File: src/rtl/i2c_stretch_slave.sv
module i2c_stretch_slave #(
  parameter int AW = 10
) (
  input  logic          clk,
  input  logic          rst_n,
  input  logic          scl_i,
  input  logic          sda_i,
  output logic          scl_oe,
  output logic          sda_oe,
  input  logic          ctrl_we,
  input  logic [15:0]   ctrl_wdata,
  output logic [15:0]   ctrl_rdata,
  input  logic [AW-1:0] own_addr,
  output logic [7:0]    rx_data,
  input  logic [7:0]    tx_data,
  output logic          irq
);
  typedef enum logic [2:0] {IDLE, ADR1, ADR2, RXD, TXD} st_t;

  logic [1:0] scl_sy, sda_sy;
  logic       scl_q, sda_q;
  logic       en, rel, stren, prom, a10, gcen;
  logic [2:0] spare;
  st_t        st, nxt;
  logic [3:0] cnt;
  logic [7:0] sh;
  logic       sda_drv, m10;

  wire scl_s = scl_sy[1];
  wire sda_s = sda_sy[1];
  wire rise  = scl_s & ~scl_q;
  wire fall  = ~scl_s & scl_q;
  wire start = scl_s & scl_q & sda_q & ~sda_s;
  wire stop  = scl_s & scl_q & ~sda_q & sda_s;

  wire rw      = sh[0];
  wire hdr     = sh[7:3] == 5'b11110;
  wire m7      = ~a10 & (sh[7:1] == own_addr[6:0]);
  wire h10     = a10 & hdr & (sh[2:1] == own_addr[AW-1:AW-2]);
  wire gc      = gcen & (sh == 8'h00);
  wire ack1    = rw ? (m7 | (h10 & m10) | prom) : (gc | m7 | h10 | prom);
  wire to_adr2 = ~rw & a10 & hdr & (h10 | prom);
  wire ack2    = prom | (sh == own_addr[7:0]);
  wire active  = en & ~start & ~stop & (st != IDLE);
  wire hw_clr  = active & fall & (cnt == 4'd9) &
                 ((nxt == TXD) | ((st == RXD) & stren));

  assign scl_oe     = en & ~rel;
  assign sda_oe     = en & sda_drv;
  assign ctrl_rdata = {7'b0, spare, gcen, a10, prom, stren, rel, en};

  always_ff @(posedge clk or negedge rst_n) begin
    if (!rst_n) begin
      scl_sy <= 2'b11; sda_sy <= 2'b11; scl_q <= 1'b1; sda_q <= 1'b1;
    end else begin
      scl_sy <= {scl_sy[0], scl_i};
      sda_sy <= {sda_sy[0], sda_i};
      scl_q  <= scl_s;
      sda_q  <= sda_s;
    end
  end

  always_ff @(posedge clk or negedge rst_n) begin
    if (!rst_n) begin
      {spare, gcen, a10, prom, stren, en} <= '0;
      rel <= 1'b1;
    end else begin
      if (ctrl_we) begin
        {spare, gcen, a10, prom} <= ctrl_wdata[8:3];
        stren <= ctrl_wdata[2];
        en    <= ctrl_wdata[0];
        rel   <= stren ? ctrl_wdata[1] : (rel | ctrl_wdata[1]);
      end else if (hw_clr) begin
        rel <= 1'b0;
      end
    end
  end

  always_ff @(posedge clk or negedge rst_n) begin
    if (!rst_n) begin
      st <= IDLE; nxt <= IDLE; cnt <= '0; sh <= '0;
      sda_drv <= 1'b0; m10 <= 1'b0; rx_data <= '0; irq <= 1'b0;
    end else begin
      irq <= 1'b0;
      if (!en) begin
        st <= IDLE; cnt <= '0; sda_drv <= 1'b0; m10 <= 1'b0;
      end else if (start) begin
        st <= ADR1; cnt <= '0; sda_drv <= 1'b0;
      end else if (stop) begin
        st <= IDLE; cnt <= '0; sda_drv <= 1'b0; m10 <= 1'b0;
      end else if (st != IDLE) begin
        if (rise) begin
          if (cnt < 4'd8) begin
            if (st != TXD) sh <= {sh[6:0], sda_s};
            cnt <= cnt + 4'd1;
          end else if (cnt == 4'd8) begin
            cnt <= 4'd9;
            if (st == TXD) nxt <= sda_s ? IDLE : TXD;
          end
        end else if (fall) begin
          if (cnt == 4'd8) begin
            case (st)
              ADR1: begin
                sda_drv <= ack1;
                irq     <= ack1 & ~to_adr2;
                nxt     <= !ack1 ? IDLE : rw ? TXD : to_adr2 ? ADR2 : RXD;
              end
              ADR2: begin
                sda_drv <= ack2;
                irq     <= ack2;
                nxt     <= ack2 ? RXD : IDLE;
                if (ack2) m10 <= 1'b1;
              end
              RXD: begin
                sda_drv <= 1'b1; rx_data <= sh; irq <= 1'b1; nxt <= RXD;
              end
              default: sda_drv <= 1'b0;
            endcase
          end else if (cnt == 4'd9) begin
            sda_drv <= 1'b0;
            cnt     <= '0;
            st      <= nxt;
            if (nxt == TXD) irq <= 1'b1;
          end else if (st == TXD && cnt != 4'd0) begin
            sh      <= {sh[6:0], 1'b0};
            sda_drv <= ~sh[6];
          end
        end else if (st == TXD && cnt == 4'd0 && !scl_s) begin
          sh      <= tx_data;
          sda_drv <= ~tx_data[7];
        end
      end
    end
  end
endmodule

File: config.mk
export PLATFORM = sky130hd
export DESIGN_NAME = i2c_stretch_slave
export DESIGN_NICKNAME = d
export VERILOG_FILES = /design/src/rtl/i2c_stretch_slave.sv
export SDC_FILE = /design/constraint.sdc
export NUM_CORES = 1
export LEC_CHECK = 0
export BUFFER_PORTS_ARGS = -buffer_cell sky130_fd_sc_hd__buf_2
export CORE_UTILIZATION = 53
export CTS_CLUSTER_DIAMETER = 200
export DETAILED_ROUTE_END_ITERATION = 8
export PLACE_DENSITY = 0.77
export SYNTH_ARGS = -nofsm -noshare
export SYNTH_HDL_FRONTEND = slang
export SYNTH_SLANG_ARGS = --single-unit
File: constraint.sdc
create_clock -name clk -period 2.39 [get_ports clk]
set_input_delay 0.239 -clock clk [delete_from_list [all_inputs] [get_ports clk]]
set_output_delay 0.239 -clock clk [all_outputs]
set_load 0.005 [all_outputs]
==> results.toml <==
[drt]
routed_wl_um = 5680
wire_per_inst_um = 15.4
ant_nets = 0
wl_met1_um = 2410
wl_met2_um = 2790
vias_per_cell = 5.81
firstDrtPassIters = 4
route.detailed.drc = 0
met3_wirelength_um = 374
maxUsedRoutingLayer = "met4"
vias = 2145
initialDrtViolationCount = 296

[worst_setup_path]
required_ns = 2.62
startpoint_type = "register"
cpMaxStageDelayCell = "dfstp_2"
critical_path_arrival_ns = 2.45
cp_slowest_stage_delay_ns = 0.59
cp_max_fo = 5
critical_path_class = "reg -> reg"
crit_family = "simple AND/OR/NAND/NOR gates"
path_depth = 5
r2r_start = "scl_sy[1]"
crit_end = "nxt[0]"
crit_chain = "inv_1 > ha_1 > or4_4 > nor4b_1 > a221o_1"
worst-path-buf-inv = 1
startpoint = "scl_sy[1]"
worstRegToRegCells = 5
rr_endpoint = "nxt[0]"
rrSetupSlack_ns = 0.17
worst_setup_path_end_kind = "register"

[timing]
report.final.slew_viol_count = 0
relSlewSlack_pct = 40.3
hold_viol_final = 0
tightest_slew_ns = 0.896
fmax_ghz = 0.451
worst_slack_ns = 0.174
finClkSkew_ns = 0.00816
rsz0062_at_grt = "false"
period_share_pct = 92.7
fin_crit_ns = 2.22
setup_viol = 0
fin_tns_setup_ns = 0

[cts]
path_clk_slew_ns = 0.08
cts_htree_levels = 2
cts_buffers = 5
cts-root-buf = "clkbuf_8"
cts_tree = "built"
post_cts_buffers = 0
cts_sinks = 44
holdBufCountCts = 0
clock_latency_ns = 0.30
cts_resized = 0
cts.path.max_buffers = 2

[synth]
yosysSeqAreaShare_pct = 42.1
synthFlopType = "dfrtp_1"
synth-seq-cells = 44
ys_warn_count = 0
synth_enable_flop_cells = 0
synthMuxAreaShare_pct = 10.3
synth_compound_area_share_pct = 18.0
synth-simple-area-share_pct = 12.6
syn_area_mm2 = 0.00263
synth_top_family_by_area = "compound AO/OA/AOI/OAI gates"
synthXorXnorAreaFrac_pct = 5.99
postSynthCellCount = 254
synth_adder_area_share_pct = 2.85
synth_cell_types = 56
synth.avg_cell_area_um2 = 10.4
synthArstFlopShare_pct = 100

[floorplanning]
dieArea_mm2 = 0.00526
initial_utilization_pct = 55.4
die_y_um = 72.5
num_rows = 25
io_pins = 66
die_w_um = 72.5
coreArea_mm2 = 0.00475

[pwr]
power_leakage_nw = 1.33
powerDensity_mw_per_mm2 = 732
peakVddDrop_mv = 0.457

[hold_path]
hp-class = "in -> reg"

[finish]
nets = 346
final_util_pct = 63.4
area_growth_pct = 14.5
drive_above_1_share_pct = 32.8
n_antenna_cell = 0
fill_cells = 394

[placed_design]
gp_congestion = 0.915
place_ws_ns = 0.241
dp_hpwl_um = 4190
io_buffers = 51

[run]
drv_cap = 0

[global_route]
grt.total_usage_pct = 24.1
antenna_found_initial = 0
grt_pass1_wl_um = 9720
overflow = 0
grt_max_degree = 41
grt_pass1_vias = 2027

[outcome]
status = "complete, no violations"
-- per-stage QoR --
step	area [um2]	hold slack (ns)	std cells	power [mW]
CTS	3020	0.0259	369	2.21
detailed placement	2910	0.346	361	1.64
global route	3020	0.0165	369	2.33
global placement	2910	0.344	361	1.62
floorplan	2660	-0.0566	260	1.49
finish	3020	0.0348	369	2.21
-- state kept, by name, indices dropped and copies added (netlist names) --
name,cells
a10,1
cnt,4
en,1
gcen,1
irq,1
m10,1
nxt,3
prom,1
rel,1
rx_data,8
scl_q,1
scl_sy,2
sda_drv,1
sda_q,1
sda_sy,2
sh,8
spare,3
st,3
stren,1
-- cells in the final DEF, fill, tap and decap left out, types with 6 or more instances in the layout --
cell     count
conb_1       7
nor2_1      11
dfstp_2      7
dfrtp_1     37
inv_1       12
nand2_1      7
a31oi_1      9
xor2_1       9
o21ai_0     10
buf_2       51
buf_4       10
mux2i_1      8
mux2_2      16
xnor2_1      9
a21oi_1     12
nand3_1      9
ha_1         6
-- cell usage after synthesis, types with 6 or more instances --
library cell	count	area, um2
ha_1	6	75.1
nand2_1	7	26.3
mux2i_1	8	80.1
nor2_1	11	41.3
mux2_2	16	180
buf_2	9	45.0
nand3_1	9	45.0
a31oi_1	9	56.3
xnor2_1	9	78.8
dfstp_2	7	184
dfrtp_1	37	926
buf_4	14	105
o21ai_0	10	50.1
xor2_1	9	78.8
inv_1	12	45.0
a21oi_1	12	60.1
-- per-layer routing --
metal	track usage, %	vias to the layer above
met5	0	-
met4	8.06	0
met3	4.44	10
met2	37.8	93
met1	33.9	1030
li1	-	1012
-- area by class of cell --
| cell class | count | area (um2) | area share, % |
|---|---|---|---|
| multi-input cells | 177 | 1340 | 44.3 |
| flip-flops and latches | 44 | 1110 | 36.8 |
| clock inverters | 3 | 42.5 | 1.41 |
| inverters | 12 | 45.0 | 1.49 |
| well taps | 67 | 83.8 | 2.78 |
| clock buffers | 5 | 68.8 | 2.28 |
| repair buffers | 61 | 330 | 10.9 |
-- worst min path at each step --
stage / cells past startpoint / start / endpoint
5_1_grt: 1 / sda_i / sda_sy[0]
4_1_cts: 1 / sda_i / sda_sy[0]
3_5_place_dp: 1 / sda_i / sda_sy[0]
6_report: 1 / sda_i / sda_sy[0]
2_1_floorplan: 0 / rst_n / a10
3_3_place_gp: 1 / sda_i / sda_sy[0]
-- where the power goes --
group / internal (mW) / switching (mW) / total [mW]
Combinational: 0.277 / 0.294 / 0.571
Clock: 0.309 / 0.256 / 0.566
Sequential: 0.848 / 0.224 / 1.07
Total: 1.43 / 0.775 / 2.21
-- cell families (layout without fill, tap and decap cells) --
family	Yosys count	after routing
compound gates	64	64
simple gates	57	57
flops	44	44
buf+inv	39	81
mux	25	25
xor+xnor	18	18
fa+ha+maj	6	6
other cells	1	7
(Power assumes the default switching activity.)
